[config.mk]
export PLATFORM = sky130hd
export DESIGN_NAME = gpio_mmio_port
export DESIGN_NICKNAME = d
export VERILOG_FILES = /design/src/rtl/gpio_mmio_pkg.sv /design/src/rtl/gpio_addr_dec.sv /design/src/rtl/gpio_w2l.sv /design/src/rtl/gpio_l2w.sv /design/src/rtl/gpio_in_sync.sv /design/src/rtl/gpio_mmio_port.sv
export SDC_FILE = /design/constraint.sdc
export NUM_CORES = 1
export LEC_CHECK = 0
export BUFFER_PORTS_ARGS = -buffer_cell sky130_fd_sc_hd__buf_2
export CORE_MARGIN = 8
export CORE_UTILIZATION = 45
export DETAILED_ROUTE_END_ITERATION = 10
export PLACE_DENSITY_LB_ADDON = 0.08
export SYNTH_ARGS = -nofsm -noshare
export SYNTH_HDL_FRONTEND = slang
export SYNTH_HIERARCHICAL = 1
export SYNTH_SLANG_ARGS = --single-unit
[constraint.sdc]
create_clock -name clk_i -period 1.2 [get_ports clk_i]
set_input_delay 0.24 -clock clk_i [delete_from_list [all_inputs] [get_ports clk_i]]
set_output_delay 0.24 -clock clk_i [all_outputs]
set_load 0.01 [all_outputs]
[src/rtl/gpio_mmio_pkg.sv]
package gpio_mmio_pkg;
  localparam logic [2:0] OFF_DATA = 3'd0;
  localparam logic [2:0] OFF_SET  = 3'd1;
  localparam logic [2:0] OFF_CLR  = 3'd2;
  localparam logic [2:0] OFF_DOUT = 3'd3;
  localparam logic [2:0] OFF_DIN  = 3'd4;

  typedef struct packed {
    logic dat;
    logic set;
    logic clr;
    logic dout;
    logic din;
  } gpio_sel_t;
endpackage

[src/rtl/gpio_addr_dec.sv]
module gpio_addr_dec
  import gpio_mmio_pkg::*;
#(
  parameter int ADDR_W = 3
) (
  input  logic [ADDR_W-1:0] addr_i,
  output gpio_sel_t         sel_o
);
  always_comb begin
    sel_o = '0;
    if (addr_i <= ADDR_W'(OFF_DIN)) begin
      unique case (addr_i[2:0])
        OFF_DATA: sel_o.dat  = 1'b1;
        OFF_SET:  sel_o.set  = 1'b1;
        OFF_CLR:  sel_o.clr  = 1'b1;
        OFF_DOUT: sel_o.dout = 1'b1;
        default:  sel_o.din  = 1'b1;
      endcase
    end
  end
endmodule

[src/rtl/gpio_w2l.sv]
// Register word to per-line vector.
module gpio_w2l #(
  parameter int REG_W   = 32,
  parameter int N_LINES = REG_W,
  parameter bit MIRROR  = 1'b0
) (
  input  logic [REG_W-1:0]   word_i,
  output logic [N_LINES-1:0] line_o
);
  for (genvar n = 0; n < N_LINES; n++) begin : g_ln
    localparam int B = MIRROR ? (REG_W - 1 - n) : n;
    assign line_o[n] = word_i[B];
  end
endmodule

[src/rtl/gpio_l2w.sv]
// Per-line vector to register word; bits without a line read 0.
module gpio_l2w #(
  parameter int REG_W   = 32,
  parameter int N_LINES = REG_W,
  parameter bit MIRROR  = 1'b0
) (
  input  logic [N_LINES-1:0] line_i,
  output logic [REG_W-1:0]   word_o
);
  always_comb begin
    word_o = '0;
    for (int n = 0; n < N_LINES; n++) begin
      if (MIRROR) word_o[REG_W-1-n] = line_i[n];
      else        word_o[n]         = line_i[n];
    end
  end
endmodule

[src/rtl/gpio_in_sync.sv]
module gpio_in_sync #(
  parameter int W = 32
) (
  input  logic         clk_i,
  input  logic         rst_ni,
  input  logic [W-1:0] d_i,
  output logic [W-1:0] q_o
);
  logic [W-1:0] s1_q, s2_q;

  always_ff @(posedge clk_i or negedge rst_ni) begin
    if (!rst_ni) begin
      s1_q <= '0;
      s2_q <= '0;
    end else begin
      s1_q <= d_i;
      s2_q <= s1_q;
    end
  end

  assign q_o = s2_q;
endmodule

[src/rtl/gpio_mmio_port.sv]
module gpio_mmio_port
  import gpio_mmio_pkg::*;
#(
  parameter int REG_W           = 32,
  parameter int N_LINES         = REG_W,
  parameter bit MIRROR          = 1'b0,
  parameter bit SET_READS_LATCH = 1'b1,
  parameter int ADDR_W          = 3
) (
  input  logic               clk_i,
  input  logic               rst_ni,
  input  logic [ADDR_W-1:0]  addr_i,
  input  logic               we_i,
  input  logic [REG_W-1:0]   wdata_i,
  input  logic               re_i,
  output logic [REG_W-1:0]   rdata_o,
  output logic [N_LINES-1:0] pad_out_o,
  output logic [N_LINES-1:0] pad_oe_o,
  input  logic [N_LINES-1:0] pad_in_i
);
  localparam bit WIDTH_OK = (REG_W == 8) || (REG_W == 16) ||
                            (REG_W == 32) || (REG_W == 64);
  localparam bit CFG_OK   = WIDTH_OK && (N_LINES >= 1) &&
                            (N_LINES <= REG_W) && (ADDR_W >= 3);

  if (!CFG_OK) begin : g_bad_cfg
    $error("gpio_mmio_port: unsupported REG_W/N_LINES/ADDR_W");
  end

  gpio_sel_t          sel;
  logic [N_LINES-1:0] wr_lines, out_q, dir_q, pin_s;
  logic [REG_W-1:0]   out_word, dir_word, pin_word, rd_mux, rdata_q;

  gpio_addr_dec #(.ADDR_W(ADDR_W)) u_dec (
    .addr_i (addr_i),
    .sel_o  (sel)
  );

  gpio_w2l #(.REG_W(REG_W), .N_LINES(N_LINES), .MIRROR(MIRROR)) u_wmap (
    .word_i (wdata_i),
    .line_o (wr_lines)
  );

  gpio_l2w #(.REG_W(REG_W), .N_LINES(N_LINES), .MIRROR(MIRROR)) u_out_map (
    .line_i (out_q),
    .word_o (out_word)
  );

  gpio_l2w #(.REG_W(REG_W), .N_LINES(N_LINES), .MIRROR(MIRROR)) u_dir_map (
    .line_i (dir_q),
    .word_o (dir_word)
  );

  gpio_l2w #(.REG_W(REG_W), .N_LINES(N_LINES), .MIRROR(MIRROR)) u_pin_map (
    .line_i (pin_s),
    .word_o (pin_word)
  );

  gpio_in_sync #(.W(N_LINES)) u_sync (
    .clk_i  (clk_i),
    .rst_ni (rst_ni),
    .d_i    (pad_in_i),
    .q_o    (pin_s)
  );

  // Reset: all lines input, latch low.
  always_ff @(posedge clk_i or negedge rst_ni) begin
    if (!rst_ni) begin
      out_q <= '0;
      dir_q <= '0;
    end else if (we_i) begin
      if (sel.dat)  out_q <= wr_lines;
      if (sel.set)  out_q <= out_q | wr_lines;
      if (sel.clr)  out_q <= out_q & ~wr_lines;
      if (sel.dout) dir_q <= wr_lines;
      if (sel.din)  dir_q <= ~wr_lines;
    end
  end

  always_comb begin
    rd_mux = '0;
    if (sel.dat)                    rd_mux = pin_word;
    if (sel.set && SET_READS_LATCH) rd_mux = out_word;
    if (sel.dout)                   rd_mux = dir_word;
    if (sel.din)                    rd_mux = ~dir_word;
  end

  always_ff @(posedge clk_i or negedge rst_ni) begin
    if (!rst_ni)   rdata_q <= '0;
    else if (re_i) rdata_q <= rd_mux;
  end

  assign rdata_o   = rdata_q;
  assign pad_out_o = out_q;
  assign pad_oe_o  = dir_q;
endmodule

Word-level counts from Yosys, hierarchy flattened. Index checks and enable logic that the tools add are counted.

Register bits: 160.

Order comparisons: 1. Reduce and logical (&&, ||, !) cells: 6. Multiplexer cells: 15. Eq/ne operators: 3. Bitwise logic cells: 4.

Operators with widths (count): $mux W32 (9); $not A32 Y32 (2); $and A32 B32 Y32 (1); $or A32 B32 Y32 (1); $eq A3 B2 Y1 const B (2); $mux W1 (5); $mux W5 (1); $reduce_and A2 Y1 (2); $reduce_or A4 Y1 (1); $eq A3 B1 Y1 const B (1); $le A3 B3 Y1 const B (1); $logic_not A3 Y1 (1); $reduce_bool A3 Y1 (1); $reduce_bool A2 Y1 (1).

Depth between registers and ports, before layout.
Depth after elaboration: 8. Gate-level depth with buffers: 6.

Cells and area by module. Netlist, hierarchy kept.

By module, submodules not included: gpio_mmio_port (instances 1, area an instance 5875.6 sq um, cells an instance 538); gpio_in_sync (instances 1, area an instance 1601.5 sq um, cells an instance 64); gpio_l2w (instances 3, area an instance 240.2 sq um, cells an instance 32); gpio_w2l (instances 1, area an instance 240.2 sq um, cells an instance 32); gpio_addr_dec (instances 1, area an instance 37.5 sq um, cells an instance 5).

Worst setup path after synthesis. No wires, ideal clock.

Path kind: in2reg. From: input port addr_i[2]. To: register rdata_q[10], in the netlist rdata_o[10]. Stages: 5. Arrival time: 1259 ps. Required time: 1108 ps. Path slack: -150 ps. Library setup time: 92 ps. Cell sequence: nor3b_1 buf_4 buf_4 a221oi_2 o31ai_2.

Longest elaborated chain between the ends: 7. Elaborated cells on any way between the ends: 15.

RTL lines: start: declaration (RTL line gpio_mmio_port.sv:12) `input logic [ADDR_W-1:0] addr_i,`; branches (longest 2 deep; another with $le A3 B3 Y1); $mux W5 (*) (RTL line gpio_addr_dec.sv:11) `if (addr_i <= ADDR_W'(OFF_DIN)) begin`; $mux W32 (RTL line gpio_mmio_port.sv:82) `if (sel.dat) rd_mux = pin_word;`; $mux W32 (RTL line gpio_mmio_port.sv:83) `if (sel.set && SET_READS_LATCH) rd_mux = out_word;`; $mux W32 (RTL line gpio_mmio_port.sv:84) `if (sel.dout) rd_mux = dir_word;`; $mux W32 (*) (RTL line gpio_mmio_port.sv:85) `if (sel.din) rd_mux = ~dir_word;`; end signal: assignment (RTL line gpio_mmio_port.sv:90) `else if (re_i) rdata_q <= rd_mux;`; end: declaration (RTL line gpio_mmio_port.sv:32) `logic [REG_W-1:0] out_word, dir_word, pin_word, rd_mux, rdata_q;`.

Every way passes the cells marked *. A chain may end at the register's enable or synchronous reset.

Worst setup path after layout.
From: register dir_q[28], in the netlist pad_oe_o[28]. To: output port pad_oe_o[28].

RTL lines: start: declaration (RTL line gpio_mmio_port.sv:31) `logic [N_LINES-1:0] wr_lines, out_q, dir_q, pin_s;`; start signal: assignment (RTL line gpio_mmio_port.sv:75) `if (sel.dout) dir_q <= wr_lines;`; start signal: assignment (RTL line gpio_mmio_port.sv:76) `if (sel.din) dir_q <= ~wr_lines;`; end: declaration (RTL line gpio_mmio_port.sv:18) `output logic [N_LINES-1:0] pad_oe_o,`.

No word-level cell between the ends.

==> key figures <==
Logic synthesis
  – Post-Syn Instances: ~740
  – Cell area after synthesis: 8480 um2
  – Leading post-synthesis cells by cell area: dfrtp_1 47%, buf_4 12%, a221oi_2 5.3%, a21oi_2 5.1%, nor2b_1 4.7%
  – Area leader, netlist: dfrtp_1
  – Most common flop cell mapped by yosys: dfrtp_1
  – EDFF count, synth: 0
  – Post-synth top area share: 47.2%
  – Top post-synthesis cells by count: 160 x dfrtp_1, 137 x buf_4, 64 x nor2b_1
  – Most instantiated library cell after synthesis: dfrtp_1
  – Warning count from the yosys run: 6
  – Number of different library cells in the post-synthesis netlist: 30
  – Number of flip-flops and latches in the synthesized netlist: 160
  – Sequential element share of the synthesized area: approximately 47%
  – Post-Synthesis Net Count: just over 800
  – Post-synthesis average cell area: 11.5 um2
  – Fraction of synthesis flops using an asynchronous set or reset pin: 100%

Critical path
  – Critical path class: reg2out
  – Critical Path Start: pad_oe_o[28]
  – Crit path max fanout: 3
  – Largest stage delay on the critical path: 0.42 ns
  – Required time at the worst-slack endpoint: around 0.96 ns
  – Cell with the largest stage delay on the worst path: dfrtp_1
  – Top Family by Delay on Critical Path: flip-flops
  – CP cell instances: buf_2
  – Worst flop-to-flop path startpoint: pad_out_o[3]
  – Worst setup SP type: flip-flop
  – Data arrival time at the worst-slack endpoint: 1.00 ns
  – Critical path buffer and inverter count: 1
  – Element type at the critical path end: output port

Floorplanning
  – # rows: 50
  – Top-level I/O count: ~170
  – Initial core utilization: 45.6%
  – Die Outline Area: 23500 um2
  – Chip Height: 153 um
  – Horizontal die dimension: 153 um
  – Area of the core: roughly 19000 um2

Timing
  – Relative max-transition margin: 75.1%
  – Final worst path period share: 104%
  – Crit path time final: 1.24 ns
  – Final worst clock skew: 0.0127 ns
  – Slew Viols, Final: 0
  – RSZ-0062 raised after global routing: yes
  – Slew of the pin with the lowest slew margin: 0.374 ns
  – F_max: 803 MHz
  – Number of hold-slack violations in the final timing report: 0
  – Endpoints failing setup: 26
  – Worst hold margin: 0.128 ns
  – Smallest setup slack after layout: -0.0446 ns

Cells and area
  – Share of the core filled with cells: 58.2%
  – Ratio of cells with drive above 1 in the final layout: between 40 and 50%
  – Net count, final: slightly below 1000
  – Syn-to-layout area delta: 27.6%
  – Count of antenna diodes in the layout: 0

Clocking
  – Clock transition at the registers of the reported paths: 0.07 ns
  – Clock tree from TritonCTS: built
  – Clock Latency Late Sink: 0.43 ns
  – CTS Buf Count: 17
  – Maximum number of buffers from clock root to sink: 2
  – CTS root buf: clkbuf_16
  – Sink count of the clock tree: 160
  – H-tree level count: 4

Run
  – Max-cap viol count: 0

Power and ir drop
  – VDD IR max: 1.01 mV
  – PwrDens: 1570 nW/um2
  – LEAKAGE: 5.09 nW

GRT
  – Global-route wire length before repair: 33900 um
  – Initial antenna violation count: 1
  – Largest net degree at the start of global routing: 67
  – Number of global-route vias before repair: around 6000
  – Overall track demand over capacity in global routing: 18.2%
  – Overflow left after global routing: 0

Routing
  – Router iterations before antenna repair: 4
  – Routed wl met3: 1250 um
  – Per-cell routed wire length: between 15 and 20 um
  – Number of remaining DRC errors: 0
  – Via count normalized by instance count: 5.04
  – Met2 routed wirelength: 10400 um
  – Overall via count from detail_route: 5831
  – Antenna Violating Nets Remaining: 0
  – Highest metal used: met5
  – First DRT Iteration DRCs: 316
  – Routed met1 length: 9660 um
  – Drt total wl: 21500 um

Place
  – Number of I/O port buffers: 166
  – Routability cong.: ~0.8
  – Placement Setup Slack: -0.418 ns
  – HPWL after detailed placement: 13900 um

Hold path
  – Hold path startpoint: wdata_i[2]
  – Worst hold path type: in2reg

Outcome
  – Result of the run: finished with violations
  – Failing checks: setup timing
==> cells by family after synthesis <==
group / Yosys count / synth area share [%]
xor gates and xnor gates: 32 / 3.31
DFF: 160 / 47.2
buffers and inverters: 180 / 15.9
AOI/OAI and AO/OA: 195 / 21.1
muxes: 32 / 3.78
and+or+nand+nor: 136 / 8.72
==> timing repair <==
action,CTS,global route
setup buffers,71,27
cloned,0,2
pin swaps,0,5
hold buffers,33,0
hold endpoints to repair,192,0
gates resized for setup,25,29
setup endpoints to repair,92,135
==> cell type report <==
| type | count | area [um2] |
|---|---|---|
| Multi-Input combinational cell | 395 | 3250 |
| Fill cell | 1591 | 7760 |
| Sequential cell | 160 | 4010 |
| Clock inverter | 13 | 128 |
| Clock buffer | 19 | 453 |
| Tap cell | 234 | 293 |
| Timing Repair Buffer | 335 | 2690 |
==> metrics by stage <==
stage / instances / TNS (ns) / power [mW] / area [um2]
after CTS: 1127 / -1.54 / 16.6 / 10400
after detailed placement: 991 / -30.64 / 10.2 / 8830
after global routing: 1156 / -3.46 / 17.9 / 10800
final: 1156 / -0.222 / 17.0 / 10800
after global placement: 991 / -27.17 / 10.1 / 8830
after floorplan: 735 / -0.549 / 9.51 / 8540
==> flip-flops by register name (all words and copies together) (netlist names) <==
signal	cells
u_sync/q_o	32
pad_out_o	32
rdata_o	32
u_sync/s1_q	32
pad_oe_o	32
==> placed cells by master, fill, tap and decap left out, types with 2 or more instances in the layout <==
| cell | count |
|---|---|
| dfrtp_1 | 159 |
| buf_2 | 130 |
| buf_4 | 111 |
| nor2b_1 | 64 |
| a21oi_2 | 49 |
| buf_6 | 39 |
| dlygate4sd3_1 | 33 |
| xnor2_1 | 32 |
| nand2_1 | 32 |
| o21ai_1 | 32 |
| mux2i_1 | 32 |
| nor3_1 | 31 |
| a21o_1 | 31 |
| o31ai_2 | 30 |
| a221oi_2 | 26 |
| clkbuf_16 | 19 |
| buf_12 | 19 |
| a21oi_1 | 15 |
| clkinvlp_4 | 6 |
| a221oi_4 | 4 |
| inv_6 | 4 |
| nor3b_4 | 3 |
| a221oi_1 | 2 |
| o31ai_1 | 2 |
| clkbuf_8 | 2 |
| clkinv_4 | 2 |
==> report_power, final <==
group / leakage, nW / switching (mW) / internal [mW]
registers: 1.94 / 0.525 / 6.16
logic: 2.89 / 2.30 / 2.64
clock network: 0.265 / 2.33 / 3.00
==> final timing paths <==
kind                              endpoint  slack [ns]  cells after the start
max                           pad_oe_o[28]       -0.04                      1
min                           pad_out_o[2]        0.13                      3
max reg2reg                     rdata_o[3]        0.03                      4
min reg2reg                 u_sync/q_o[29]        0.34                      0
max in group asynchronous  u_sync/s1_q[19]        0.49                      3
min in group asynchronous       rdata_o[9]        0.35                      3
==> routing by layer <==
layer,up-vias,global-route usage (%)
met5,-,0
met4,2,3.58
met3,17,6.09
met2,141,29.4
met1,2901,23.3
li1,2770,-
Power figures use the tool's default switching activity.
